`config.mk`:
```
export PLATFORM = sky130hd
export DESIGN_NAME = simd_rev_unit
export DESIGN_NICKNAME = d
export VERILOG_FILES = /design/src/rtl/simd_rev_pkg.sv /design/src/rtl/simd_rev_decode.sv /design/src/rtl/simd_rev_perm.sv /design/src/rtl/simd_rev_unit.sv
export SDC_FILE = /design/constraint.sdc
export NUM_CORES = 1
export LEC_CHECK = 0
export BUFFER_PORTS_ARGS = -buffer_cell sky130_fd_sc_hd__clkbuf_2
export CAP_MARGIN = 20
export CORE_ASPECT_RATIO = 2
export CORE_MARGIN = 5
export CORE_UTILIZATION = 33
export DETAILED_ROUTE_END_ITERATION = 7
export HOLD_SLACK_MARGIN = 0.15
export PLACE_DENSITY = 0.56
export SYNTH_ARGS = -nofsm -noshare
export SYNTH_HDL_FRONTEND = slang
export SYNTH_SLANG_ARGS = --single-unit
```
`constraint.sdc`:
```
create_clock -name clk_i -period 0.8 [get_ports clk_i]
set_input_delay 0.04 -clock clk_i [delete_from_list [all_inputs] [get_ports clk_i]]
set_output_delay 0.04 -clock clk_i [all_outputs]
set_load 0.05 [all_outputs]
```
`src/rtl/simd_rev_pkg.sv`:
```
package simd_rev_pkg;
  localparam int unsigned INSN_W = 32;
  localparam int unsigned IDX_W  = 5;

  // fixed-bit mask/value of the reverse instruction pattern
  localparam logic [INSN_W-1:0] FIX_MASK = 32'hFFB3_0E10;
  localparam logic [INSN_W-1:0] FIX_VAL  = 32'hF3B0_0000;

  typedef enum logic [1:0] {
    REGION_64 = 2'b00,
    REGION_32 = 2'b01,
    REGION_16 = 2'b10,
    REGION_NA = 2'b11
  } region_e;

  typedef struct packed {
    logic             legal;
    logic             wide;
    region_e          region;
    logic [1:0]       esize;
    logic [IDX_W-1:0] dst_idx;
  } rev_dec_t;
endpackage

```
`src/rtl/simd_rev_decode.sv`:
```
module simd_rev_decode
  import simd_rev_pkg::*;
(
  input  logic [INSN_W-1:0] insn_i,
  output rev_dec_t          dec_o
);
  logic       fix_ok;
  logic       size_ok;
  logic       pair_ok;
  logic [2:0] size_sum;

  assign fix_ok   = (insn_i & FIX_MASK) == FIX_VAL;
  assign size_sum = {1'b0, insn_i[8:7]} + {1'b0, insn_i[19:18]};
  assign size_ok  = size_sum < 3'd3;
  // 128-bit form names register pairs: both fields must be even
  assign pair_ok  = !insn_i[6] || !(insn_i[12] || insn_i[0]);

  always_comb begin
    dec_o.legal   = fix_ok && size_ok && pair_ok;
    dec_o.wide    = insn_i[6];
    dec_o.region  = region_e'(insn_i[8:7]);
    dec_o.esize   = insn_i[19:18];
    dec_o.dst_idx = {insn_i[22], insn_i[15:12]};
  end
endmodule

```
`src/rtl/simd_rev_perm.sv`:
```
module simd_rev_perm
  import simd_rev_pkg::*;
#(
  parameter int unsigned VEC_W  = 128,
  parameter int unsigned BYTE_W = 8
) (
  input  logic [VEC_W-1:0] src_i,
  input  region_e          region_i,
  input  logic [1:0]       esize_i,
  input  logic             wide_i,
  output logic [VEC_W-1:0] result_o
);
  localparam int unsigned NB    = VEC_W / BYTE_W;
  localparam int unsigned HALF  = NB / 2;
  localparam int unsigned SEL_W = $clog2(NB);

  // reversing element order inside a power-of-two region flips the
  // element-index bits of the byte address
  logic [SEL_W-1:0] flip;

  always_comb begin
    flip = SEL_W'((32'd8 >> region_i) - 32'd1) & ~SEL_W'((32'd1 << esize_i) - 32'd1);
  end

  for (genvar j = 0; j < NB; j++) begin : g_byte
    logic [SEL_W-1:0] sel;
    assign sel = SEL_W'(j) ^ flip;
    if (j >= HALF) begin : g_hi
      assign result_o[j*BYTE_W +: BYTE_W] = wide_i ? src_i[int'(sel)*BYTE_W +: BYTE_W] : '0;
    end else begin : g_lo
      assign result_o[j*BYTE_W +: BYTE_W] = src_i[int'(sel)*BYTE_W +: BYTE_W];
    end
  end
endmodule

```
`src/rtl/simd_rev_unit.sv`:
```
module simd_rev_unit
  import simd_rev_pkg::*;
#(
  parameter int unsigned VEC_W = 128
) (
  input  logic               clk_i,
  input  logic               rst_ni,
  input  logic               valid_i,
  input  logic [INSN_W-1:0]  insn_i,
  input  logic [VEC_W-1:0]   src_i,
  output logic               valid_o,
  output logic               undef_o,
  output logic [IDX_W-1:0]   dst_idx_o,
  output logic [VEC_W-1:0]   result_o
);
  rev_dec_t         dec;
  logic [VEC_W-1:0] perm;
  logic             accept;

  simd_rev_decode i_decode (
    .insn_i (insn_i),
    .dec_o  (dec)
  );

  simd_rev_perm #(.VEC_W(VEC_W)) i_perm (
    .src_i    (src_i),
    .region_i (dec.region),
    .esize_i  (dec.esize),
    .wide_i   (dec.wide),
    .result_o (perm)
  );

  assign accept = valid_i && dec.legal;

  always_ff @(posedge clk_i or negedge rst_ni) begin
    if (!rst_ni) begin
      valid_o   <= 1'b0;
      undef_o   <= 1'b0;
      dst_idx_o <= '0;
      result_o  <= '0;
    end else begin
      valid_o <= accept;
      undef_o <= valid_i && !dec.legal;
      if (accept) begin
        dst_idx_o <= dec.dst_idx;
        result_o  <= perm;
      end
    end
  end

  assert_excl_R9: assert property (@(posedge clk_i) disable iff (!rst_ni)
    !(valid_o && undef_o));
  assert_resp_R9: assert property (@(posedge clk_i) disable iff (!rst_ni)
    (valid_o || undef_o) |-> $past(valid_i));
  assert_size_R2: assert property (@(posedge clk_i) disable iff (!rst_ni)
    valid_o |-> (({1'b0, $past(insn_i[8:7])} + {1'b0, $past(insn_i[19:18])}) < 3'd3));
  assert_even_R3: assert property (@(posedge clk_i) disable iff (!rst_ni)
    (valid_o && $past(insn_i[6])) |-> !dst_idx_o[0]);
  assert_hi_zero_R8: assert property (@(posedge clk_i) disable iff (!rst_ni)
    (valid_o && !$past(insn_i[6])) |-> (result_o[VEC_W-1:VEC_W/2] == '0));
  assert_ones_R5: assert property (@(posedge clk_i) disable iff (!rst_ni)
    (valid_o && $past(insn_i[6])) |-> ($countones(result_o) == $past($countones(src_i))));
endmodule

```
==> results.sh, run 1 <==
export IMPL_die_h_um=249.4
export IMPL_finalCriticalPeriod_ns=1.633
export IMPL_h_tree_depth=4
export IMPL_p_total_uw=19500
export IMPL_grt_antenna_before_repair=0
export IMPL_powerDensity_mw_per_mm2=1263
export IMPL_clk_root_buffer_cell="clkbuf_16"
export IMPL_violations="negative setup slack"
export IMPL_cp_end_kind="flop"
export IMPL_crit_family="buffers and inverters"
export IMPL_postCtsHoldBufs=7
export IMPL_seq_area_frac_synth_pct=35.73
export IMPL_vias=7862
export IMPL_hold_ws_ns=0.01761
export IMPL_start_util_pct=33.40
export IMPL_maxCapViolCount=0
export IMPL_place_gp_congestion=0.8338
export IMPL_grt_overflow=0
export IMPL_cp_common_cell="buf_8"
export IMPL_synth_avg_cell_area_sq_um=15.63
export IMPL_path_max_fanout=6
export IMPL_grt_pass1_wl_um=49070
export IMPL_tightest_slew_ns=0.4477
export IMPL_dp_cells=1285
export IMPL_yosysUniqueCellTypes=25
export IMPL_via_per_inst=5.612
export IMPL_mostFrequentLayoutCell="clkbuf_2"
export IMPL_fin_ws_ns=-0.8330
export IMPL_wirelength_um=35100
export IMPL_clk_latency_ns=0.44
export IMPL_synth_warnings=0
export IMPL_final_hold_violation_count=0
export IMPL_required_ns=1.13
export IMPL_diodes=0
export IMPL_routedLengthMet1_um=11040
export IMPL_core_area_sq_mm=0.02830
export IMPL_cp_cell_sequence="buf_8 -> a211oi_4 -> buf_6 -> clkbuf_16 -> buf_12 -> buf_8 -> buf_4 -> mux4_2 -> mux2i_1 -> o2bb2ai_2"
export IMPL_place_hpwl_um=25560
export IMPL_wl_met2_um=20900
export IMPL_syn2layout_area_growth_pct=63.37
export IMPL_vdd_drop_max_v=0.001343
export IMPL_final_cell_mix="clkbuf_2 (153), mux2_2 (131), mux4_2 (128)"
export IMPL_synth_seq_cells=135
export IMPL_die_w_um=129.7
export IMPL_nNetsFinal=1198
export IMPL_drtIter0Drc=433
export IMPL_drtPass1Iterations=5
export IMPL_port_buffers=293
export IMPL_cp_buffers_inverters=6
export IMPL_cp_data_arrival_time_ns=1.96
export IMPL_worstSetupPathType="in -> reg"
export IMPL_max_clock_freq_mhz=612.4
export IMPL_dr_wl_met3_um=1795
export IMPL_slowest_delay_ns=0.55
export IMPL_setup_viol=270
export IMPL_grt_max_degree=66
export IMPL_dieArea_sq_mm=0.03234
export IMPL_drive_above_1_share_pct=79.33
export IMPL_cts_sinks=135
export IMPL_wl_per_cell_um=25.05
export IMPL_grt_pass1_vias=8022
export IMPL_maxSlewHeadroom_pct=70.15
export IMPL_status="finished, violations left"
export IMPL_postRouteAntennaNets=0
export IMPL_worst_path_max_delay_cell="mux4_2"
export IMPL_final_cells=1401
export IMPL_drc=0
export IMPL_synth_nets=771
export IMPL_netlist_instances=605
export IMPL_top_layer="met4"
export IMPL_netlist_area_sq_mm=0.009454
export IMPL_fin_skew_ns=0
export IMPL_cts_tree="yes"
export IMPL_clk_pin_slew_worst_paths_ns=0.07
export IMPL_p_leak_uw=0.006741
export IMPL_rows=87
export IMPL_min_path_type="in -> async"
export IMPL_num_io_pins=298
export IMPL_cts_made_buffers=17
export IMPL_startpoint_type="primary input"
export IMPL_final_max_slew_viol_count=0
export IMPL_grt_util_all_layers_pct=20.17
export IMPL_rsz0062_at_grt="yes"
export IMPL_finalCritPeriodShare_pct=204.1
export IMPL_cts_max_path_buffers=2
[cell families after synthesis]
group | after synthesis | synth area share [%]
DFF | 135 | 35.73
buffers and inverters | 65 | 3.613
adders and majority gates | 3 | 0.4764
AOI/OAI and AO/OA | 68 | 6.273
muxes | 325 | 53.11
and+or+nand+nor | 9 | 0.7940
[through the flow]
step	utilization (%)	setup TNS (ns)	setup slack, ns	cell area [sq um]
5_1_grt	54.57	-153.24	-0.8867	15440
4_1_cts	48.71	-154.13	-0.8460	13790
6_report	54.57	-141.41	-0.8330	15440
3_3_place_gp	45.54	-170.91	-1.330	12890
3_5_place_dp	45.54	-175.51	-1.342	12890
2_1_floorplan	-	-142.57	-1.090	9853
[registers in the layout, summed over array words and instances (netlist names)]
name	count
valid_o	1
result_o	128
undef_o	1
dst_idx_o	5
[where the power goes]
group / leakage, uW / switching (uW) / internal [uW]
Combinational: 0.00458 / 1950 / 2300
Sequential: 0.00187 / 1.76 / 6830
Clock: 0.000291 / 3280 / 5140
[final timing paths]
check | depth (start not counted) | startpoint | to | slack (ns)
min | 2 | rst_ni | result_o[121] | 0.02
min reg2reg | 1 | result_o[65] | result_o[65] | 0.52
max | 10 | insn_i[8] | result_o[92] | -0.83
min in group clk_i | 3 | insn_i[24] | undef_o | 0.09
max in group asynchronous | 3 | rst_ni | result_o[77] | 0.29
max reg2reg | 2 | result_o[38] | result_o[38] | -0.10
[worst register-to-register path: stages (launching register included)]
cell and delay [ns]:
dfrtp_1 0.40, buf_4 0.14, mux2_4 0.24
[metal layers]
layer / track usage [%] / vias to the layer above
met4: 9.602 / 0
met1: 20.46 / 4072
li1: - / 3385
met2: 38.58 / 346
met3: 3.360 / 59
met5: 0 / -
[Yosys cell counts (all sizes together)]
cell type	instances	area, sq um
a211oi	2	20.02
a21boi	1	7.510
and4b	1	10.01
buf	44	262.7
clkbuf	18	67.56
dfrtp	135	3378
fa	1	20.02
ha	2	25.02
inv	3	11.26
mux2	133	1498
mux2i	64	640.6
mux4	128	2883
nand2	1	3.750
nand3	1	5.000
nand4	1	6.260
nand4b	2	17.52
nand4bb	1	11.26
nor4	1	6.260
nor4b	1	15.01
o21ai	1	5.000
o2bb2ai	64	560.5
[cell type report]
type	count	area [sq um]
Multi-Input combinational cell	405	6264
Sequential cell	135	3390
Clock inverter	11	147.6
Tap cell	356	445.4
Clock buffer	21	470.5
Timing Repair Buffer	470	4717
Fill cell	2351	12860
Inverter	3	11.26
[timing repair]
item                                    4_1_cts  5_1_grt
gates resized for setup                      50      412
setup buffers                                 0       66
endpoints found under the setup margin      270      270
pin swaps                                     2        8
gates cloned                                  1       11
endpoints found under the hold margin       144       11
No activity file was read; power rests on OpenSTA's default activity.
==> run 2, diff against run 1 <==
PLACE_DENSITY = 0.53   (was 0.56)
SYNTH_HIERARCHICAL = 1   (was unset)
==> run 2 against run 1 <==
The run still ends with negative setup slack left. Synthesized cell count grew to 2.5 times the previous value. Largest power group unchanged. Worst hold slack worse by 0.0055 ns. Clock-buffer cell count up 1. Register-to-register slack lost 0.16 ns. Critical path type unchanged. Non-clock buffer count rose by 137. Clock power up 6.1%. Via count is 80% higher.
==> results.sh, run 2 <==
export IMPL_status="finished, violations left"
export IMPL_violations="negative setup slack"
export IMPL_largestRegisters="result_o: 128 flops, dst_idx_o: 5 flops"
export IMPL_seq_area_frac_synth_pct=25.21
export IMPL_fin_skew_ns=0
export IMPL_synth_top_cell_by_area="dfrtp_1"
export IMPL_maxSlewHeadroom_pct=24.47
export IMPL_drc=0
export IMPL_async_reset_ff_share_pct=100.0
export IMPL_synth_common_cells="dfrtp_1 (135), mux2i_1 (128), o21ai_0 (106)"
export IMPL_grt_pass1_wl_um=85770
export IMPL_p_leak_uw=0.008920
export IMPL_die_h_um=295.0
export IMPL_cp_cell_sequence="buf_8 -> ha_4 -> fa_2 -> nor4b_2 -> nand4_1 -> a2111oi_4 -> and2_4 -> buf_6 -> buf_12 -> clkbuf_16 -> mux2_4"
export IMPL_netlist_instances=1521
export IMPL_wl_per_cell_um=22.72
export IMPL_dieArea_sq_mm=0.04498
export IMPL_final_max_slew_viol_count=0
export IMPL_p_sw_uw=6869
export IMPL_powerDensity_mw_per_mm2=1086
export IMPL_clk_root_buffer_cell="clkbuf_16"
export IMPL_fin_ws_ns=-1.168
export IMPL_synth_top_flop_cell="dfrtp_1"
export IMPL_vias=14140
export IMPL_finalCriticalPeriod_ns=1.968
export IMPL_cts_sinks=135
export IMPL_via_per_inst=5.628
export IMPL_worstSetupPathType="in -> reg"
export IMPL_setup_viol=270
export IMPL_nNetsFinal=2133
export IMPL_switching_share_pct=31.39
export IMPL_rows=104
export IMPL_num_fill_cells=3736
export IMPL_drtIter0Drc=639
export IMPL_cp_data_arrival_time_ns=2.29
export IMPL_cts_tree="yes"
export IMPL_clk_pin_slew_worst_paths_ns=0.06
export IMPL_num_io_pins=298
export IMPL_maxCapViolCount=0
export IMPL_cp_end_kind="flop"
export IMPL_core_area_sq_mm=0.04021
export IMPL_place_hpwl_um=41390
export IMPL_cts_max_path_buffers=2
export IMPL_clk_latency_ns=0.44
export IMPL_vdd_drop_max_v=0.001544
export IMPL_max_clock_freq_mhz=508.1
export IMPL_cts_made_buffers=17
export IMPL_post_route_cell_area_sq_mm=0.02014
export IMPL_postCtsHoldBufs=7
export IMPL_postRouteAntennaNets=0
export IMPL_largest_register_ffs=128
export IMPL_synth_seq_cells=135
export IMPL_min_path_type="in -> async"
export IMPL_power_internal_uw=15010
export IMPL_p_seq_share_pct=31.2
export IMPL_p_total_uw=21880
export IMPL_start_util_pct=33.32
export IMPL_grt_antenna_before_repair=3
export IMPL_synth_avg_cell_area_sq_um=8.809
export IMPL_finalCritPeriodShare_pct=246.0
export IMPL_mostFrequentLayoutCell="buf_4"
export IMPL_netlist_area_sq_mm=0.01340
export IMPL_rsz0062_at_grt="yes"
export IMPL_clockPowerShare_pct=40.8
export IMPL_grt_pass1_vias=14430
export IMPL_pwr_share_comb_pct=28.0
export IMPL_synth_nets=1686
export IMPL_startpoint_type="primary input"
export IMPL_synth_area_top_cells="dfrtp_1 (25%), mux2i_1 (9.6%), mux2_4 (6.6%), mux2_2 (6.2%), o21ba_2 (4.8%)"
export IMPL_final_hold_violation_count=0
export IMPL_cp_buffers_inverters=4
export IMPL_syn2layout_area_growth_pct=50.31
export IMPL_wirelength_um=57080
export IMPL_required_ns=1.13
export IMPL_h_tree_depth=4
export IMPL_synth_warnings=6
export IMPL_synth_edff_count=0
export IMPL_port_buffers=293
export IMPL_final_cell_mix="buf_4 (201), clkbuf_2 (153), dfrtp_1 (132)"
export IMPL_yosysUniqueCellTypes=45
export IMPL_worst_path_max_delay_cell="fa_2"
export IMPL_grt_overflow=0
export IMPL_drive_above_1_share_pct=44.07
export IMPL_tightest_slew_ns=1.133
export IMPL_top_register="result_o"
export IMPL_drtPass1Iterations=5
export IMPL_yosysMostFrequentCell="dfrtp_1"
export IMPL_die_w_um=152.5
export IMPL_grt_max_degree=193
export IMPL_place_gp_congestion=0.9038
export IMPL_path_max_fanout=6
export IMPL_slowest_delay_ns=0.35
export IMPL_synth_top_cell_area_share_pct=25.21
export IMPL_placed_cell_area_sq_mm=0.01743
export IMPL_crit_family="simple AND/OR/NAND/NOR gates"
export IMPL_grt_util_all_layers_pct=24.28
## run 2: area by class of cell
cell class	instances	area, sq um	area share (%)
Multi-Input combinational cell	1207	9126	45.31
Timing Repair Buffer	607	6315	31.35
Sequential cell	135	3382	16.79
Tap cell	530	663.1	3.293
Clock buffer	22	484.2	2.404
Clock inverter	10	167.7	0.8325
Antenna cell	1	2.502	0.01242
## run 2: layer usage
metal | GRT usage, % | up-vias | wire [um]
met2 | 48.19 | 502 | 32160
met1 | 23.43 | 6911 | 18730
met5 | 0 | - | 0
li1 | - | 6591 | -
met4 | 14.55 | 0 | 3794
met3 | 3.354 | 133 | 2401
## run 2: logic make-up (layout without fill, tap and decap cells)
| kind of cell | after synthesis | after routing | share of synthesized area (%) |
|---|---|---|---|
| mux | 261 | 261 | 22.39 |
| other cells | 0 | 1 | 0 |
| compound gates | 420 | 420 | 22.73 |
| buf+inv | 179 | 639 | 7.769 |
| flops | 135 | 135 | 25.21 |
| fa+ha+maj | 2 | 2 | 0.2428 |
| simple gates | 524 | 524 | 21.65 |
## run 2: repair_timing
item                       CTS  global route
hold endpoints to repair   141            16
setup endpoints to repair  270           270
cloned                       4             5
buffers inserted            52            23
pin swaps                    1             1
resized for setup          261            81
## run 2: worst paths after layout
path                       cells past startpoint  slack, ns             to         start
setup reg to reg                               3      -0.26   result_o[95]  result_o[95]
min in group clk_i                             5       0.09        undef_o    insn_i[21]
hold reg to reg                                1       0.53   result_o[34]  result_o[34]
hold / removal                                 2       0.01  result_o[109]        rst_ni
max in group asynchronous                      3       0.19   result_o[22]        rst_ni
setup / recovery                              11      -1.17  result_o[109]     insn_i[7]
## run 2: worst reg2reg max path, cell delays in order, from the launching register on
cell     delay, ns
dfrtp_1       0.41
buf_4         0.15
buf_4         0.12
mux2_4        0.26
## run 2: stage by stage
stage | hold slack [ns] | util, % | std cells | setup slack [ns] | TNS, ns
floorplan | -0.2556 | - | 1521 | -1.302 | -171.94
global placement | -0.09551 | 43.35 | 2389 | -1.763 | -229.15
detailed placement | -0.09128 | 43.35 | 2389 | -1.722 | -223.75
CTS | -0.005926 | 49.08 | 2484 | -1.184 | -197.42
global route | 0.01861 | 50.08 | 2511 | -1.261 | -208.06
finish | 0.01209 | 50.09 | 2512 | -1.168 | -190.17
## run 2: power by group through the flow
stage	Sequential (uW)	Combinational, uW	Clock [uW]
5_1_grt	6830	6630	9380
3_5_place_dp	6960	6010	0
3_3_place_gp	6960	5930	0
2_1_floorplan	6970	3560	0
4_1_cts	6830	6090	9110
6_report	6830	6120	8930
==> run 3, diff against run 2 <==
ABC_CLOCK_PERIOD_IN_PS = 800   (was unset)
CTS_CLUSTER_DIAMETER = 80   (was unset)
SKIP_CTS_REPAIR_TIMING = 1   (was unset)
==> run 3 against run 2 <==
The run still ends with negative setup slack left. First-iteration DRC count increased by 1.4%. Global-route usage decreased by 0.70 points. Flip-flop and latch count unchanged. Wire length increased by 0.52%. Maximum frequency decreased by 0.64%. Final cell count decreased by 0.56%. Via count decreased by 0.13%. Critical path depth decreased by 1. Register-to-register slack improved by 0.03 ns. Clock-buffer cell count unchanged. Clock skew unchanged. Sequential power about the same. Critical path type unchanged. Largest cell class unchanged. Largest power group unchanged.
==> results.sh, run 3 (synthesis gave the netlist of run 2 again) <==
export IMPL_grt_antenna_before_repair=3
export IMPL_cp_end_kind="flop"
export IMPL_wirelength_um=57380
export IMPL_final_hold_violation_count=0
export IMPL_port_buffers=293
export IMPL_violations="negative setup slack"
export IMPL_drive_above_1_share_pct=43.67
export IMPL_r2r_setup_slack_ns=-0.23
export IMPL_largest_register_ffs=128
export IMPL_vias=14120
export IMPL_grt_max_degree=193
export IMPL_final_max_slew_viol_count=0
export IMPL_powerDensity_mw_per_mm2=1108
export IMPL_grt_overflow=0
export IMPL_grt_util_all_layers_pct=23.58
export IMPL_core_area_sq_mm=0.04021
export IMPL_fin_ws_ns=-1.181
export IMPL_r2r_end="result_o[104]"
export IMPL_path_max_fanout=13
export IMPL_grt_pass1_wl_um=83320
export IMPL_mostFrequentLayoutCell="buf_4"
export IMPL_startpoint_type="primary input"
export IMPL_fin_skew_ns=0
export IMPL_dp_slack_ns=-1.722
export IMPL_die_h_um=295.0
export IMPL_worstSetupPathType="in -> reg"
export IMPL_cts_made_buffers=17
export IMPL_via_per_inst=5.652
export IMPL_maxSlewHeadroom_pct=26.93
export IMPL_max_clock_freq_mhz=504.8
export IMPL_crit_path_start="insn_i[7]"
export IMPL_maxCapViolCount=0
export IMPL_required_ns=1.13
export IMPL_tightest_slew_ns=1.096
export IMPL_nNetsFinal=2119
export IMPL_start_util_pct=33.32
export IMPL_final_cell_mix="buf_4 (196), clkbuf_2 (153), buf_6 (139)"
export IMPL_p_total_uw=21910
export IMPL_dieArea_sq_mm=0.04498
export IMPL_r2r_start="result_o[104]"
export IMPL_top_register="result_o"
export IMPL_place_gp_congestion=0.9038
export IMPL_vdd_drop_max_v=0.001546
export IMPL_place_hpwl_um=41390
export IMPL_num_io_pins=298
export IMPL_syn2layout_area_growth_pct=47.62
export IMPL_worstRegToRegCells=3
export IMPL_p_leak_uw=0.008770
export IMPL_cp_data_arrival_time_ns=2.31
export IMPL_drtPass1Iterations=5
export IMPL_die_w_um=152.5
export IMPL_finalCriticalPeriod_ns=1.981
export IMPL_setup_viol=270
export IMPL_cts_max_path_buffers=2
export IMPL_clk_pin_slew_worst_paths_ns=0.06
export IMPL_clk_latency_ns=0.44
export IMPL_num_fill_cells=3761
export IMPL_grt_pass1_vias=13980
export IMPL_drc=0
export IMPL_h_tree_depth=4
export IMPL_cts_tree="yes"
export IMPL_min_path_type="in -> async"
export IMPL_rows=104
export IMPL_fin_util_pct=49.19
export IMPL_drtIter0Drc=648
export IMPL_cts_sinks=135
export IMPL_finalCritPeriodShare_pct=247.6
export IMPL_clk_root_buffer_cell="clkbuf_16"
export IMPL_postRouteAntennaNets=0
export IMPL_largestRegisters="result_o: 128 flops, dst_idx_o: 5 flops"
export IMPL_status="finished, violations left"
export IMPL_rsz0062_at_grt="yes"
export IMPL_cp_endpoint="result_o[101]"
export IMPL_wl_per_cell_um=22.97
-- run 3: stage by stage --
| stage | cells | hold WS [ns] | instance area (sq um) | setup TNS, ns |
|---|---|---|---|---|
| global route | 2497 | 0.07451 | 19780 | -207.91 |
| floorplan | 1521 | -0.2556 | 13450 | -171.94 |
| CTS | 2421 | -0.5803 | 18080 | -210.42 |
| detailed placement | 2389 | -0.09128 | 17430 | -223.75 |
| finish | 2498 | 0.07292 | 19780 | -191.06 |
| global placement | 2389 | -0.09551 | 17430 | -229.15 |
-- run 3: layer usage --
metal  up-vias  GRT usage, %  wire length (um)
met5         -             0                 0
li1       6561             -                 -
met2       501         46.63             32040
met1      6919         22.92             18900
met4         0         13.97              3877
met3       138         3.325              2558
-- run 3: worst max-delay path, cell delays in order --
cell and delay [ns]:
buf_8 0.10, ha_4 0.15, fa_2 0.35, nor4b_2 0.24, nand4_1 0.16, a2111oi_4 0.27, and2_4 0.34, buf_12 0.18
buf_12 0.16, mux2_4 0.31
-- run 3: power breakdown --
| part | switching, uW | total, uW | internal [uW] |
|---|---|---|---|
| Sequential | 1.47 | 6830 | 6830 |
| Combinational | 3510 | 6150 | 2640 |
| Clock | 3370 | 8930 | 5560 |
| Total | 6880 | 21900 | 15000 |
-- run 3: worst min-delay path by stage --
stage | slack, ns | start | to
6_report | 0.07 | rst_ni | result_o[109]
3_3_place_gp | -0.1 | rst_ni | result_o[77]
5_1_grt | 0.07 | rst_ni | result_o[109]
4_1_cts | -0.58 | rst_ni | result_o[109]
3_5_place_dp | -0.09 | rst_ni | result_o[85]
2_1_floorplan | -0.26 | rst_ni | dst_idx_o[0]
-- run 3: area by class of cell --
class | count | area (sq um) | share of cell area, %
Sequential cell | 135 | 3382 | 17.10
Multi-Input combinational cell | 1208 | 9244 | 46.73
Clock buffer | 22 | 484.2 | 2.448
Tap cell | 530 | 663.1 | 3.353
Clock inverter | 10 | 167.7 | 0.8476
Timing Repair Buffer | 592 | 5837 | 29.51
Antenna cell | 1 | 2.502 | 0.01265
